File: src/rtl/dfg_pkg.sv
package dfg_pkg;
  typedef enum logic [1:0] {
    MODE_P2M = 2'b00,
    MODE_M2P = 2'b01,
    MODE_M2M = 2'b10,
    MODE_RSV = 2'b11
  } xfer_mode_e;

  localparam int NEED_W = 5;
  localparam int FLAG_N = 2;
  localparam int FLAG_FXE = 0;
  localparam int FLAG_SDE = 1;

  function automatic logic [NEED_W-1:0] burst_items(input logic [1:0] sel);
    case (sel)
      2'b00:   burst_items = NEED_W'(1);
      2'b01:   burst_items = NEED_W'(4);
      2'b10:   burst_items = NEED_W'(8);
      default: burst_items = NEED_W'(16);
    endcase
  endfunction
endpackage

File: src/rtl/dfg_need_calc.sv
module dfg_need_calc
  import dfg_pkg::*;
#(
  parameter int CNT_W = 5
) (
  input  logic [1:0]       mode_i,
  input  logic [1:0]       burst_i,
  input  logic             single_i,
  input  logic [CNT_W-1:0] count_i,
  input  logic [CNT_W-1:0] free_i,
  output logic             room_ok_o,
  output logic             fifo_chk_o,
  output logic             sd_chk_o,
  output logic             not_empty_o
);
  localparam int CW = (CNT_W > NEED_W) ? CNT_W : NEED_W;

  logic [CW-1:0] need_w, count_w, free_w;
  xfer_mode_e    mode;

  assign mode    = xfer_mode_e'(mode_i);
  assign need_w  = CW'(burst_items(burst_i));
  assign count_w = CW'(count_i);
  assign free_w  = CW'(free_i);

  always_comb begin
    room_ok_o  = 1'b1;
    fifo_chk_o = 1'b0;
    case (mode)
      MODE_P2M: begin
        room_ok_o  = (free_w >= need_w);
        fifo_chk_o = 1'b1;
      end
      MODE_M2P: begin
        room_ok_o  = (count_w >= need_w);
        fifo_chk_o = 1'b1;
      end
      default: begin
        room_ok_o  = 1'b1;
        fifo_chk_o = 1'b0;
      end
    endcase
  end

  assign sd_chk_o    = single_i && (mode == MODE_P2M);
  assign not_empty_o = |count_i;
endmodule

File: src/rtl/dfg_req_track.sv
module dfg_req_track (
  input  logic clk_i,
  input  logic rst_ni,
  input  logic req_i,
  input  logic room_ok_i,
  output logic grant_o,
  output logic first_o
);
  logic grant_q, held_q, valid, grant_d;

  // request seen during its own grant cycle is the requester's release lag
  assign valid   = req_i & ~grant_q;
  assign grant_d = valid & room_ok_i;
  assign first_o = valid & ~held_q;
  assign grant_o = grant_q;

  always_ff @(posedge clk_i or negedge rst_ni) begin
    if (!rst_ni) begin
      grant_q <= 1'b0;
      held_q  <= 1'b0;
    end else begin
      grant_q <= grant_d;
      held_q  <= valid & ~room_ok_i;
    end
  end
endmodule

File: src/rtl/dfg_flag_bank.sv
module dfg_flag_bank #(
  parameter int N = 2
) (
  input  logic         clk_i,
  input  logic         rst_ni,
  input  logic [N-1:0] set_i,
  input  logic [N-1:0] clr_i,
  input  logic [N-1:0] ie_i,
  output logic [N-1:0] flag_o,
  output logic         irq_o
);
  logic [N-1:0] flag_q;

  for (genvar g = 0; g < N; g++) begin : g_flag
    always_ff @(posedge clk_i or negedge rst_ni) begin
      if (!rst_ni)         flag_q[g] <= 1'b0;
      else if (set_i[g])   flag_q[g] <= 1'b1;
      else if (clr_i[g])   flag_q[g] <= 1'b0;
    end
  end

  assign flag_o = flag_q;
  assign irq_o  = |(flag_q & ie_i);
endmodule

File: src/rtl/dma_fifo_guard.sv
module dma_fifo_guard
  import dfg_pkg::*;
#(
  parameter int FIFO_DEPTH = 16,
  localparam int CNT_W = $clog2(FIFO_DEPTH + 1)
) (
  input  logic             clk_i,
  input  logic             rst_ni,
  input  logic [1:0]       xfer_mode_i,
  input  logic             single_mode_i,
  input  logic [1:0]       burst_sel_i,
  input  logic [CNT_W-1:0] fifo_count_i,
  input  logic [CNT_W-1:0] fifo_free_i,
  input  logic             req_i,
  input  logic             sde_ie_i,
  input  logic             fxe_ie_i,
  input  logic             clr_sde_i,
  input  logic             clr_fxe_i,
  output logic             grant_o,
  output logic             sde_flag_o,
  output logic             fxe_flag_o,
  output logic             irq_o
);
  logic              room_ok, fifo_chk, sd_chk, not_empty, first;
  logic [FLAG_N-1:0] set_v, clr_v, ie_v, flag_v;

  dfg_need_calc #(.CNT_W(CNT_W)) u_need (
    .mode_i      (xfer_mode_i),
    .burst_i     (burst_sel_i),
    .single_i    (single_mode_i),
    .count_i     (fifo_count_i),
    .free_i      (fifo_free_i),
    .room_ok_o   (room_ok),
    .fifo_chk_o  (fifo_chk),
    .sd_chk_o    (sd_chk),
    .not_empty_o (not_empty)
  );

  dfg_req_track u_trk (
    .clk_i     (clk_i),
    .rst_ni    (rst_ni),
    .req_i     (req_i),
    .room_ok_i (room_ok),
    .grant_o   (grant_o),
    .first_o   (first)
  );

  assign set_v[FLAG_FXE] = first & fifo_chk & ~room_ok;
  assign set_v[FLAG_SDE] = first & sd_chk & not_empty;
  assign clr_v[FLAG_FXE] = clr_fxe_i;
  assign clr_v[FLAG_SDE] = clr_sde_i;
  assign ie_v[FLAG_FXE]  = fxe_ie_i;
  assign ie_v[FLAG_SDE]  = sde_ie_i;

  dfg_flag_bank #(.N(FLAG_N)) u_flags (
    .clk_i  (clk_i),
    .rst_ni (rst_ni),
    .set_i  (set_v),
    .clr_i  (clr_v),
    .ie_i   (ie_v),
    .flag_o (flag_v),
    .irq_o  (irq_o)
  );

  assign fxe_flag_o = flag_v[FLAG_FXE];
  assign sde_flag_o = flag_v[FLAG_SDE];
endmodule

File: config.mk
export PLATFORM = sky130hd
export DESIGN_NAME = dma_fifo_guard
export DESIGN_NICKNAME = d
export VERILOG_FILES = /design/src/rtl/dfg_pkg.sv /design/src/rtl/dfg_need_calc.sv /design/src/rtl/dfg_req_track.sv /design/src/rtl/dfg_flag_bank.sv /design/src/rtl/dma_fifo_guard.sv
export SDC_FILE = /design/constraint.sdc
export NUM_CORES = 1
export LEC_CHECK = 0
export BUFFER_PORTS_ARGS = -buffer_cell sky130_fd_sc_hd__buf_4
export CAP_MARGIN = 20
export CELL_PAD_IN_SITES_DETAIL_PLACEMENT = 1
export CELL_PAD_IN_SITES_GLOBAL_PLACEMENT = 1
export CORE_MARGIN = 2
export CORE_UTILIZATION = 28
export CTS_BUF_LIST = sky130_fd_sc_hd__clkbuf_2
export DETAILED_ROUTE_END_ITERATION = 10
export GPL_TIMING_DRIVEN = 0
export PLACE_DENSITY_LB_ADDON = 0.2
export SYNTH_ARGS = -nofsm -noshare
export SYNTH_HDL_FRONTEND = slang
export SYNTH_SLANG_ARGS = --single-unit
export TNS_END_PERCENT = 5
File: constraint.sdc
create_clock -name clk_i -period 1.3 [get_ports clk_i]
set_clock_uncertainty 0.15 [all_clocks]
set_input_delay 0.065 -clock clk_i [delete_from_list [all_inputs] [get_ports clk_i]]
set_output_delay 0.065 -clock clk_i [all_outputs]
set_load 0.05 [all_outputs]
---- Yosys cells after proc, flatten, opt, wreduce, memory -nomap -nowiden ----
Index checks and enable logic that the tools add are counted.
cells by class
  $lt $le $gt $ge ......................... 2
  equality and inequality tests ........... 3
  multiplexer cells ....................... 7
  bitwise gates (word level) .............. 12
  reductions and logical operators ........ 8
operator list
  operator                                                          count
  5-bit case mux with 3 select lines                                1
  5-bit >= comparator                                               2
  1-bit AND                                                         8
  1-bit two-way mux                                                 5
  5-bit OR reduction                                                1
  2-bit by 1-bit == test with 1-bit output (second input constant)  2
  2-bit logical NOT                                                 2
  2-bit nonzero test                                                2
  2-bit OR reduction                                                2
  1-bit NOT                                                         3
  2-bit AND                                                         1
  2-bit == test (second input constant)                             1
  1-bit case mux with 2 select lines                                1
  1-bit logical AND                                                 1
storage, ports and cells
  register bits ........................... 4
  input bits .............................. 22
  word-level logic and storage cells ...... 36

---- Depth between registers and ports, before layout ----
  depth in word-level cells ............... 7
  depth in mapped cells ................... 6
  gate-level depth less buffers ........... 6

---- Modules after synthesis ----
From an unflattened synthesis, not the netlist that was laid out.
second synthesis, totals
  cells, all modules ...................... 40
  area total of the unflattened synthesis .. 385.4 µm²
by module, submodules not included
  module          instances  cells each  area an instance (µm²)  sequential area each (µm²)
  dfg_need_calc   1          26          214.0                   0.0
  dfg_flag_bank   1          7           82.6                    50.0
  dfg_req_track   1          5           73.8                    50.0
  dma_fifo_guard  1          2           15.0                    0.0

---- Worst setup path before layout ----
No wires, ideal clock.
  path kind ............................... input to register
  from .................................... in burst_sel_i[1]
  to ...................................... reg u_trk.held_q
  library setup time ...................... 65 ps
  arrival ................................. 1304 ps
  slack ................................... -219 ps
  stages .................................. 6
  cell sequence ........................... nor2_1 ha_1 or4b_1 o2111ai_1 a22o_2 and2b_1
on the way
  cells in the longest elaborated chain, start to end .. 6
  elaborated cells between the ends (all ways) .. 9
  classes of those cells .................. 2 x order compare; 2 x eq/ne; 2 x mux; 2 x bitwise; 1 x reduce/logical
ends and longest elaborated chain
  element                                        RTL line                                  text
  start: declaration                             dma_fifo_guard.sv:11                      input logic [1:0] burst_sel_i,
  2-bit == test, or another cell as far along    dfg_pkg.sv:15                             case (sel)
  5-bit case mux with 3 select lines (*)         dfg_pkg.sv:15
  5-bit >= comparator, on equally long branches  dfg_need_calc.sv:35, dfg_need_calc.sv:31
  1-bit case mux with 2 select lines (*)         dfg_need_calc.sv:29                       case (mode)
  1-bit NOT (*)                                  dfg_req_track.sv:23                       held_q <= valid & ~room_ok_i;
  1-bit AND (*)                                  dfg_req_track.sv:23
  end signal: assignment                         dfg_req_track.sv:23
  end: declaration                               dfg_req_track.sv:9                        logic grant_q, held_q, valid, grant_d;
Mark *: on every way between the ends. The rest lies on a longest branch, timed or not.
A chain may end at the register's enable or synchronous reset.

---- Worst setup path after layout ----
Ends and elaborated chain as after synthesis.

==> flow_results.org <==
** Run status
- Status :: complete, but fails checks
- The final reports fail on negative setup slack.

** Setup path
- Critical path fanouts, max :: 4
- The critical path is of the in2reg type.
- R2r worst-path depth :: 4
- Startpoint type of the worst setup path :: input port
- Endpoint of the most critical register-to-register path :: u_flags.flag_o[1]
- STA classifies the critical path endpoint as a flop.
- STA puts the critical path data arrival time at 1440 ps.
- Startpoint of the worst-slack reg-to-reg timing path :: u_trk.grant_o
- The worst register-to-register path has a setup slack of 50 ps.
- For the worst setup path, the data required time is 1300 ps.

** Finish
- From synthesis to final layout, the design area changed by 78.42%.
- Ant diodes :: 0
- The finished layout holds 85 standard cells, fillers aside.
- Area used by multi-input combinational logic :: 271.5 um^2
- Proportion of layout cells with a drive suffix above 1 :: 48.57%
- Counting the fill cells in the layout gives 152.
- After the last flow step, the layout net total stands at 102.
- Summing all flip-flop and latch instances after layout gives 100.1 um^2.

** Global route
- Total Routing Usage GR :: 14.84%
- Global route total overflow :: 0
- The number of antenna violations at the first check in global routing came to 0.
- The first global-routing pass estimated 1518 um of wire.
- Busiest layer in global routing :: met2
- Met1 capacity usage during global routing :: 13.95%
- Global routing consumed, on the met3 layer, 2.222% of the routing resources.
- The number of global-route vias before repair is 392.
- Met2 capacity usage during global routing :: 27.42%
- Entering global routing, the biggest net connects 5 pins.

** Floorplanning
- Horizontal extent of the die :: 40.12 um
- Die Height :: 40.12 um
- For this design the top-level I/O count stands at 26.
- Die Area :: 1610 um^2
- In this run the core area contains 13 standard-cell rows.
- Starting Density :: 29.17%
- Core Region :: 1252 um^2

** Synthesis
- Summed over all instances, the cell type with the most area after synthesis is dfrtp_1.
- Top post-synthesis cells by area :: dfrtp_1, ha_1, or4b_1
- For this run, the leading register cell type out of synthesis is dfrtp_1.
- Number of enable-type register cells in the synthesized netlist :: 0
- Post-Synthesis Mean Instance Area :: 9.614 um^2
- Syn Inst Count :: 38
- Most repeated cell in the gate-level netlist after synthesis :: ha_1
- Area share of the leading cell type in the synthesized netlist :: 27.40%
- Async set or reset register ratio after synthesis :: 100.0%
- Synthesized flop and latch total :: 4
- Top cells by instance count after synthesis :: ha_1, inv_1, dfrtp_1
- Yosys printed 0 warnings.
- The number of nets in the synthesized netlist is 68.
- Fraction of the yosys area taken by sequential cells :: 27.40%
- Yosys mapped the design onto 16 distinct sky130hd cell types.
- Area of the mapped netlist :: 365.4 um^2

** CTS
- The clock net in this run drives a total of 4 sinks.
- For the worst-skew pair, the clock arrives at the later sink with an insertion delay of 210 ps.
- In this run the number of H-tree levels came out at 1.
- Post-CTS setup buffer count :: 0
- CTS Root Cell :: clkbuf_2
- Clock transition at path regs :: 40 ps
- Counting along the longest clock path gives a buffer depth of 2.
- Clock tree synthesis inserted a total of 3 buffers.
- TritonCTS built the clock tree.

** Min path
- In this run the worst hold path is classified as in2reg.
- Hold Path Origin :: clr_fxe_i
- The worst hold path passes through 3 cells.
- For hold timing, the worst endpoint is u_flags.flag_o[0].

** STA
- For this run, the top clock speed supported by timing is 0.6970 GHz.
- Least setup slack across all paths after layout :: -134.7 ps
- Setup repair after global routing could not meet its margin everywhere.
- After layout, the worst path uses 110.4% of the clock period.
- The count of final hold-check violations was 0.
- Final critical delay including setup and external delays :: 1435 ps
- Remaining max-slew budget at the tightest pin :: 73.35%
- Setup violations remaining at the end of the flow were counted as 3.
- At the pin with the least slew margin, the transition time is 389.6 ps.
- The number of pins with negative max-slew slack in the final report is 0.
- Total Negative Setup Slacks :: -379.7 ps

** Power and ir drop
- Leakage :: 0.3281 nW
- In this run the power density over the cells is 674.3 nW/um^2.
- VDD sags by at most 0.1975 mV.

** Placement
- Routability-driven placement finished with a final weighted congestion of 0.7034.
- Setup slack at placement :: -368.7 ps
- In this run, placement finished with an instance count of 78.
- Detailed placement finished with a half-perimeter wire length of 836.4 um.
- In this run the tool buffered the top-level ports with 25 buffer cells.

** Routing
- Post-DR wirelength/cell :: 12.60 um
- Total via count after detailed routing :: 420
- The routed design has 1071 um of wire.
- 1st-iter DRT viols :: 3
- Final antenna-violating net count :: 0
- TritonRoute pass-1 iters :: 2
- For this run, design rule violations remaining after detail routing come to 0.
- Via-to-Cell Ratio :: 4.941

** Run
- Across the run, the number of max-cap violations was 0.
## critical path, cell delays in order
cell and delay (ps):
buf_4 130, nor2_4 110, ha_1 230, or4b_1 520, o2111ai_2 90, a22o_2 180, and2b_1 120
## registers in the layout, summed over array words and instances, names as in the netlist
register        count
u_flags.flag_o      2
u_trk.grant_o       1
u_trk.held_q        1
## layout make-up
cell class	count	share of cell area, %
Clock buffer	3	2.303
Inverter	5	2.879
Multi-Input combinational cell	29	41.65
Sequential cell	4	15.36
Tap cell	15	2.879
Timing Repair Buffer	29	34.93
## worst max path at each step
stage	cells past startpoint	endpoint	slack, ps	startpoint
2_1_floorplan	6	u_trk.held_q	-130	burst_sel_i[1]
3_3_place_gp	7	u_flags.flag_o[0]	-350	burst_sel_i[1]
3_5_place_dp	7	u_trk.held_q	-370	burst_sel_i[1]
4_1_cts	7	u_trk.held_q	-140	burst_sel_i[1]
5_1_grt	7	u_trk.held_q	-180	burst_sel_i[1]
6_report	7	u_trk.held_q	-130	burst_sel_i[1]
## power by group
part,leakage [nW],internal [W],switching (W),total [W]
Combinational,0.262,0.0000963,0.0000905,0.000187
Sequential,0.0537,0.000134,0.00000476,0.000138
Clock,0.0125,0.0000620,0.0000524,0.000114
## metrics by stage
step / total power, W / util, % / area [um^2] / hold slack [ps]
after CTS: 0.0004430 / 51.35 / 643.1 / 0.1512
final: 0.0004395 / 52.05 / 651.9 / 14.16
after detailed placement: 0.0003078 / 46.25 / 579.3 / -287.7
after global routing: 0.0004693 / 52.05 / 651.9 / 29.96
after floorplan: 0.0002218 / - / 372.9 / -380.6
after global placement: 0.0003043 / 46.25 / 579.3 / -287.3
## layer usage
metal  part of all wire (%)  vias up
li1                       -      210
met1                     36      191
met2                     53       15
met3                    7.5        4
met4                    3.4        0
met5                      0        -
## layout by cell type, fill, tap and decap left out, drive strengths merged
cell type and n:
buf 25, ha 8, inv 5, dlygate4sd3 4, dfrtp 4, nand2b 3
clkbuf 3, a22o 3, nand2 2, a2111oi 2, or4b 2, o2111ai 2
nor2 2, and2b 1, nor3 1, nor4 1, nand4 1, o21ai 1
## timing repair
| action | in CTS | in global routing |
|---|---|---|
| gates resized for setup | 2 | 2 |
| hold buffers | 4 | 0 |
| pin swaps | 1 | 1 |
| setup endpoints to repair | 3 | 4 |
| hold endpoints to repair | 6 | 0 |
## logic make-up (layout without fill, tap and decap cells)
kind of cell             after synthesis  after routing  share of synthesized area, %
AO/OA/AOI/OAI                          8              8                         18.49
adder cells (fa/ha/maj)                8              8                         27.40
buffers and inverters                  5             37                         5.138
flip-flops                             4              4                         27.40
AND/OR/NAND/NOR                       13             13                         21.58
(Power assumes the default switching activity.)
